### src/rtl/tap_pkg.sv
package tap_pkg;

   typedef enum logic [2:0] {
      S_IDLE = 3'd0,
      S_TAP1 = 3'd1,
      S_LONG = 3'd2,
      S_LAT  = 3'd3,
      S_WIN  = 3'd4,
      S_TAP2 = 3'd5
   } tap_state_e;

endpackage

### src/rtl/tap_mag_cmp.sv
module tap_mag_cmp #(
   parameter int SMP_W     = 16,
   parameter int THR_W     = 8,
   parameter int THR_SHIFT = 0,
   parameter bit SIGNED_IN = 1'b1
) (
   input  logic [SMP_W-1:0] smp,
   input  logic [THR_W-1:0] thr,
   output logic             above
);
   localparam int REF_W = THR_W + THR_SHIFT;

   if (REF_W > SMP_W) begin : g_bad_width
      $error("tap_mag_cmp: scaled threshold wider than sample");
   end

   logic [SMP_W-1:0] mag;
   logic [SMP_W-1:0] ref_v;

   if (SIGNED_IN) begin : g_abs
      // two's complement magnitude; the most negative value maps to 2^(W-1)
      assign mag = smp[SMP_W-1] ? ((~smp) + SMP_W'(1)) : smp;
   end else begin : g_raw
      assign mag = smp;
   end

   assign ref_v = SMP_W'(thr) << THR_SHIFT;
   assign above = (mag > ref_v);

endmodule

### src/rtl/tap_tick_cnt.sv
module tap_tick_cnt #(
   parameter int CNT_W = 8
) (
   input  logic             clk,
   input  logic             rst_n,
   input  logic             load,
   input  logic             load_one,
   input  logic             inc,
   input  logic [CNT_W-1:0] lim,
   output logic             hit
);
   if (CNT_W < 2) begin : g_bad_cnt
      $error("tap_tick_cnt: CNT_W must be at least 2");
   end

   logic [CNT_W-1:0] cnt_q;
   logic [CNT_W:0]   cnt_plus;

   assign cnt_plus = {1'b0, cnt_q} + (CNT_W+1)'(1);
   // true when the count after this increment reaches the limit
   assign hit = (cnt_plus >= {1'b0, lim});

   always_ff @(posedge clk) begin
      if (!rst_n) begin
         cnt_q <= '0;
      end else if (load) begin
         cnt_q <= load_one ? CNT_W'(1) : '0;
      end else if (inc) begin
         cnt_q <= cnt_plus[CNT_W-1:0];
      end
   end

   p_hold_r10: assert property (@(posedge clk) disable iff (!rst_n)
      (!load && !inc) |=> $stable(cnt_q));

endmodule

### src/rtl/tap_seq_fsm.sv
module tap_seq_fsm
   import tap_pkg::*;
#(
   parameter int CNT_W = 8
) (
   input  logic             clk,
   input  logic             rst_n,
   input  logic             vld,
   input  logic             above,
   input  logic [CNT_W-1:0] dur_lim,
   input  logic [CNT_W-1:0] lat_lim,
   input  logic [CNT_W-1:0] win_lim,
   input  logic             hit,
   output logic             cnt_load,
   output logic             cnt_one,
   output logic             cnt_inc,
   output logic [CNT_W-1:0] cnt_lim,
   output logic             single_o,
   output logic             double_o
);
   tap_state_e st_q, st_n;
   logic       sgl_n, dbl_n;
   logic       tap_en, dbl_en, multi_ok;

   assign tap_en   = (dur_lim != '0);
   assign dbl_en   = (lat_lim != '0) && (win_lim != '0);
   assign multi_ok = (dur_lim > CNT_W'(1));

   always_comb begin
      unique case (st_q)
         S_LAT:   cnt_lim = lat_lim;
         S_WIN:   cnt_lim = win_lim;
         default: cnt_lim = dur_lim;
      endcase
   end

   always_comb begin
      st_n     = st_q;
      cnt_load = 1'b0;
      cnt_one  = 1'b0;
      cnt_inc  = 1'b0;
      sgl_n    = 1'b0;
      dbl_n    = 1'b0;
      if (vld) begin
         case (st_q)
            S_IDLE: begin
               if (tap_en && above) begin
                  if (multi_ok) begin
                     st_n     = S_TAP1;
                     cnt_load = 1'b1;
                     cnt_one  = 1'b1;
                  end else begin
                     st_n = S_LONG;
                  end
               end
            end
            S_TAP1, S_TAP2: begin
               if (above) begin
                  cnt_inc = 1'b1;
                  if (hit) st_n = S_LONG;
               end else if (st_q == S_TAP1) begin
                  sgl_n = 1'b1;
                  if (dbl_en) begin
                     st_n     = S_LAT;
                     cnt_load = 1'b1;
                  end else begin
                     st_n = S_IDLE;
                  end
               end else begin
                  dbl_n = 1'b1;
                  st_n  = S_IDLE;
               end
            end
            S_LONG: begin
               if (!above) st_n = S_IDLE;
            end
            S_LAT: begin
               if (above) begin
                  st_n = S_LONG;
               end else begin
                  cnt_inc = 1'b1;
                  if (hit) begin
                     st_n     = S_WIN;
                     cnt_load = 1'b1;
                  end
               end
            end
            S_WIN: begin
               if (above) begin
                  if (multi_ok) begin
                     st_n     = S_TAP2;
                     cnt_load = 1'b1;
                     cnt_one  = 1'b1;
                  end else begin
                     st_n = S_LONG;
                  end
               end else begin
                  cnt_inc = 1'b1;
                  if (hit) st_n = S_IDLE;
               end
            end
            default: st_n = S_IDLE;
         endcase
      end
   end

   always_ff @(posedge clk) begin
      if (!rst_n) begin
         st_q     <= S_IDLE;
         single_o <= 1'b0;
         double_o <= 1'b0;
      end else begin
         st_q     <= st_n;
         single_o <= sgl_n;
         double_o <= dbl_n;
      end
   end

   // pulses are one cycle wide and mutually exclusive
   p_one_cycle_r11: assert property (@(posedge clk) disable iff (!rst_n)
      (single_o || double_o) |=> !(single_o || double_o));
   p_exclusive_r11: assert property (@(posedge clk) disable iff (!rst_n)
      !(single_o && double_o));
   // no state change without a valid sample
   p_idle_cycle_r10: assert property (@(posedge clk) disable iff (!rst_n)
      !vld |=> $stable(st_q));
   // tap detection disabled keeps the sequencer idle
   p_disabled_r5: assert property (@(posedge clk) disable iff (!rst_n)
      (st_q == S_IDLE && dur_lim == '0) |=> (st_q == S_IDLE));
   // activity during the latency cancels the sequence
   p_lat_abort_r7: assert property (@(posedge clk) disable iff (!rst_n)
      (st_q == S_LAT && vld && above) |=> (st_q == S_LONG));
   // a quiet window that runs out returns to idle
   p_win_expire_r8: assert property (@(posedge clk) disable iff (!rst_n)
      (st_q == S_WIN && vld && !above && hit) |=> (st_q == S_IDLE));
   // a double pulse only follows a second excursion
   p_dbl_source_r6: assert property (@(posedge clk) disable iff (!rst_n)
      $rose(double_o) |-> ($past(st_q) == S_TAP2));

endmodule

### src/rtl/tap_detect.sv
module tap_detect
   import tap_pkg::*;
#(
   parameter int SMP_W     = 16,
   parameter int THR_W     = 8,
   parameter int THR_SHIFT = 0,
   parameter int CNT_W     = 8,
   parameter bit SIGNED_IN = 1'b1
) (
   input  logic             clk,
   input  logic             rst_n,
   input  logic             smp_vld,
   input  logic [SMP_W-1:0] smp_data,
   input  logic [THR_W-1:0] thr_lvl,
   input  logic [CNT_W-1:0] dur_lim,
   input  logic [CNT_W-1:0] lat_lim,
   input  logic [CNT_W-1:0] win_lim,
   output logic             single_tap,
   output logic             double_tap
);
   if (SMP_W < 2 || THR_W < 1) begin : g_bad_param
      $error("tap_detect: illegal sample or threshold width");
   end

   logic             above;
   logic             hit;
   logic             cnt_load, cnt_one, cnt_inc;
   logic [CNT_W-1:0] cnt_lim;

   tap_mag_cmp #(
      .SMP_W(SMP_W), .THR_W(THR_W), .THR_SHIFT(THR_SHIFT), .SIGNED_IN(SIGNED_IN)
   ) u_mag (
      .smp(smp_data), .thr(thr_lvl), .above(above)
   );

   tap_tick_cnt #(.CNT_W(CNT_W)) u_cnt (
      .clk(clk), .rst_n(rst_n), .load(cnt_load), .load_one(cnt_one),
      .inc(cnt_inc), .lim(cnt_lim), .hit(hit)
   );

   tap_seq_fsm #(.CNT_W(CNT_W)) u_fsm (
      .clk(clk), .rst_n(rst_n), .vld(smp_vld), .above(above),
      .dur_lim(dur_lim), .lat_lim(lat_lim), .win_lim(win_lim), .hit(hit),
      .cnt_load(cnt_load), .cnt_one(cnt_one), .cnt_inc(cnt_inc),
      .cnt_lim(cnt_lim), .single_o(single_tap), .double_o(double_tap)
   );

endmodule

### config.mk
export PLATFORM = sky130hd
export DESIGN_NAME = tap_detect
export DESIGN_NICKNAME = d
export VERILOG_FILES = /design/src/rtl/tap_pkg.sv /design/src/rtl/tap_mag_cmp.sv /design/src/rtl/tap_tick_cnt.sv /design/src/rtl/tap_seq_fsm.sv /design/src/rtl/tap_detect.sv
export SDC_FILE = /design/constraint.sdc
export NUM_CORES = 1
export LEC_CHECK = 0
export ABC_CLOCK_PERIOD_IN_PS = 8700
export BUFFER_PORTS_ARGS = -buffer_cell sky130_fd_sc_hd__buf_2
export CAP_MARGIN = 20
export CORE_MARGIN = 10
export CORE_UTILIZATION = 54
export DETAILED_ROUTE_END_ITERATION = 12
export PLACE_DENSITY = 0.9
export SYNTH_ARGS = -nofsm -noshare
export SYNTH_HDL_FRONTEND = slang
export SYNTH_SLANG_ARGS = --single-unit
### constraint.sdc
create_clock -name clk -period 8.7 [get_ports clk]
set_input_delay 1.305 -clock clk [delete_from_list [all_inputs] [get_ports clk]]
set_output_delay 1.305 -clock clk [all_outputs]
set_load 0.01 [all_outputs]
==> metrics <==
min Tclk post-route=4.464 ns; GRT overflow=0; CP arrival=4.64 ns; Leak=0.8531 nW; Root Driver=clkbuf_4; Num CTS Buffers=3; DRC=0; initial antenna violation count=0; via count of the first global-routing pass=1946; Sink Count=13; CTS tree=done; ANT nets after route=0; Reg2Reg Depth=12; core area=0.003337 mm²; register area share after synthesis=0.1406; worst clock skew=0.001451 ns; TNS Setup=0 ns; Die Ht=78.54 µm; CP Launch Type=input pin; reg2reg setup slack=5.04 ns; Filler cells=304; H-tree Lvls=1; fin nets=369; asr flop ratio synth=0; Die Area=0.006169 mm²; routed vias/inst=6.023; synth unique cells=49; Min-Delay Endpoint=u_cnt.cnt_q[7]$_SDFFE_PN0P_; switching share of power=0.4165; Post-synth EDFFs=0; CTS Buffer Depth=2; Hold Crit Depth=2; RSZ-0062 raised after global routing=false; cts repair resizes=0; Total Power=0.2177 mW; first-pass GRT wire length=8418 µm; sequential share of power=0.334; Rel. slew slack=0.4704; P_int=0.1271 mW; Worst Path Required=8.87 ns; Initial Util=0.5546; Synth warnings=0; critical path type=input pin to flop; FF+latch count, synth=13; RR Endpoint=u_fsm.st_q[0]$_SDFFE_PN0P_; 1st-pass router iterations=5; Setup-failing EPs final=0; DR iter-0 viols=204; clock share of power=0.174; Comb power frac=0.492; upper clock frequency limit=0.2240 GHz; Area Overhead vs Synth=15.15%; hpwl dp=4072 µm; Netlist Area Pre-Place=0.001851 mm²; ratio of cells with drive above 1 in the final layout=0.2207; largest net degree at the start of global routing=21; Horiz. Die Dim=78.54 µm; total number of vias=2078; Post-Route WL=4990 µm; port bufs=52; final period utilization=0.5132; Critical Path Fanout Max=14; GRT Total Usage=0.1552; Avg Cell Area, Syn=7.286 µm²; max cap viols=0; Mapped Nets=323; Mapped Cells=254; Worst setup startpoint=smp_data[3]; slew of the pin with the lowest slew margin=0.7872 ns; ant diodes=0; drt wl/cell=14.46 µm; Final GP Congestion=0.9008; Worst Setup End Kind=flop; Hold Crit Start=u_cnt.cnt_q[7]$_SDFFE_PN0P_; Worst-path clk slew=0.08 ns; Main synth FF type=dfxtp_1; WHS=0.5251 ns; final hold violation count=0; Post CTS Setup Buffer Count=0; pwr/cell area=102.2 mW/mm²; Slew Limit Fails=0; P_sw=0.09069 mW; status=finished, final reports clean; R2R Path Start=u_fsm.st_q[1]$_SDFFE_PN0P_; VDD IR max=0.00008851 V; Hold Path Class=flop to flop; # IOs=53; FP Rows=21; hold_buf cts=0; clk_lat worst skew=0.28 ns
-- final cells by class --
type | instances | area, µm² | share of cell area
Timing Repair Buffer | 52 | 260.3 | 0.1221
Sequential cell | 13 | 260.3 | 0.1221
Clock buffer | 4 | 26.28 | 0.01233
Tap cell | 46 | 57.56 | 0.02701
Multi-Input combinational cell | 213 | 1463 | 0.6864
Inverter | 17 | 63.81 | 0.02995
-- worst max-delay path by stage --
stage,end,cells past startpoint
final,u_cnt.cnt_q[1]$_SDFFE_PN0P_,13
after CTS,u_cnt.cnt_q[1]$_SDFFE_PN0P_,13
after global placement,u_cnt.cnt_q[1]$_SDFFE_PN0P_,13
after floorplan,u_cnt.cnt_q[1]$_SDFFE_PN0P_,14
after detailed placement,u_cnt.cnt_q[1]$_SDFFE_PN0P_,13
after global routing,u_cnt.cnt_q[1]$_SDFFE_PN0P_,13
-- logic make-up (layout without fill, tap and decap cells) --
kind of cell,after synthesis,after routing,share of synthesized area
simple gates,103,103,0.3009
compound gates,77,77,0.2928
buf+inv,28,73,0.06896
fa+ha+maj,18,18,0.1217
flops,13,13,0.1406
xor+xnor,12,12,0.05679
mux,3,3,0.01825
-- metrics by stage --
| step | cell area (µm²) | std cells | utilization | setup WS (ns) |
|---|---|---|---|---|
| 2_1_floorplan | 1851 | 254 | - | 4.587 |
| 3_3_place_gp | 2105 | 341 | 0.6307 | 4.069 |
| 3_5_place_dp | 2105 | 341 | 0.6307 | 3.963 |
| 4_1_cts | 2131 | 345 | 0.6385 | 4.254 |
| 5_1_grt | 2131 | 345 | 0.6385 | 3.906 |
| 6_report | 2131 | 345 | 0.6385 | 4.236 |
-- registers in the layout (all words and copies together), names as in the netlist --
| signal | cells |
|---|---|
| u_fsm.st_q | 3 |
| u_fsm.double_o | 1 |
| u_cnt.cnt_q | 8 |
| u_fsm.single_o | 1 |
-- cell usage in the layout (no fill, tap or decap), types with 10 or more instances in the layout --
master and n:
dfxtp_1 13, ha_1 18, a21oi_1 18, xnor2_1 11
o21ai_0 16, buf_2 52, nor2_1 14, nor4_1 10
inv_1 17, or3_1 16, nand2_1 24, nand3_1 14
-- cells in the mapped netlist (2+ instances only) --
cell / instances / area (µm²)
clkbuf_1: 8 / 30.03
o221ai_1: 8 / 70.07
nor3_1: 5 / 25.02
dfxtp_1: 13 / 260.3
buf_6: 3 / 33.78
or3_1: 16 / 100.1
o22ai_1: 2 / 12.51
nand4_1: 4 / 25.02
xnor2_1: 11 / 96.34
nor2_1: 14 / 52.55
or2_2: 3 / 18.77
a221oi_1: 2 / 17.52
nand4b_1: 2 / 17.52
a21oi_1: 18 / 90.09
nand2b_1: 3 / 18.77
a211oi_1: 5 / 37.54
and4_1: 2 / 17.52
inv_1: 17 / 63.81
nand3_1: 14 / 70.07
nand2_1: 24 / 90.09
mux2i_1: 2 / 20.02
o21ai_0: 16 / 80.08
o31ai_1: 2 / 15.01
a311o_1: 2 / 20.02
ha_1: 18 / 225.2
o21ai_1: 6 / 30.03
nor4_1: 10 / 62.56
a21o_1: 3 / 22.52
-- per-layer routing --
layer / share of wire / GRT usage / up-vias
met4: 0.0072 / 0.01613 / 0
met5: 0 / 0 / -
met3: 0.075 / 0.03986 / 4
met2: 0.49 / 0.2771 / 70
li1: - / - / 1062
met1: 0.42 / 0.1872 / 942
-- worst max-delay path, stage by stage --
cell	delay, ns
buf_2	0.14
nor4_4	0.48
nand2_1	0.09
o21ai_0	0.19
xnor2_1	0.14
ha_1	0.27
a21oi_1	0.14
o21ai_0	0.09
o22a_1	0.22
or3_1	0.61
a311oi_4	0.64
mux2i_1	0.26
nor2_1	0.06
-- power by group through the flow --
stage,Sequential [mW],Combinational [mW],Clock (mW)
CTS,0.0723,0.105,0.0381
global placement,0.0738,0.102,0
finish,0.0726,0.107,0.0379
floorplan,0.0657,0.0805,0
detailed placement,0.0737,0.105,0
global route,0.0736,0.121,0.0412
Power figures use the tool's default switching activity.
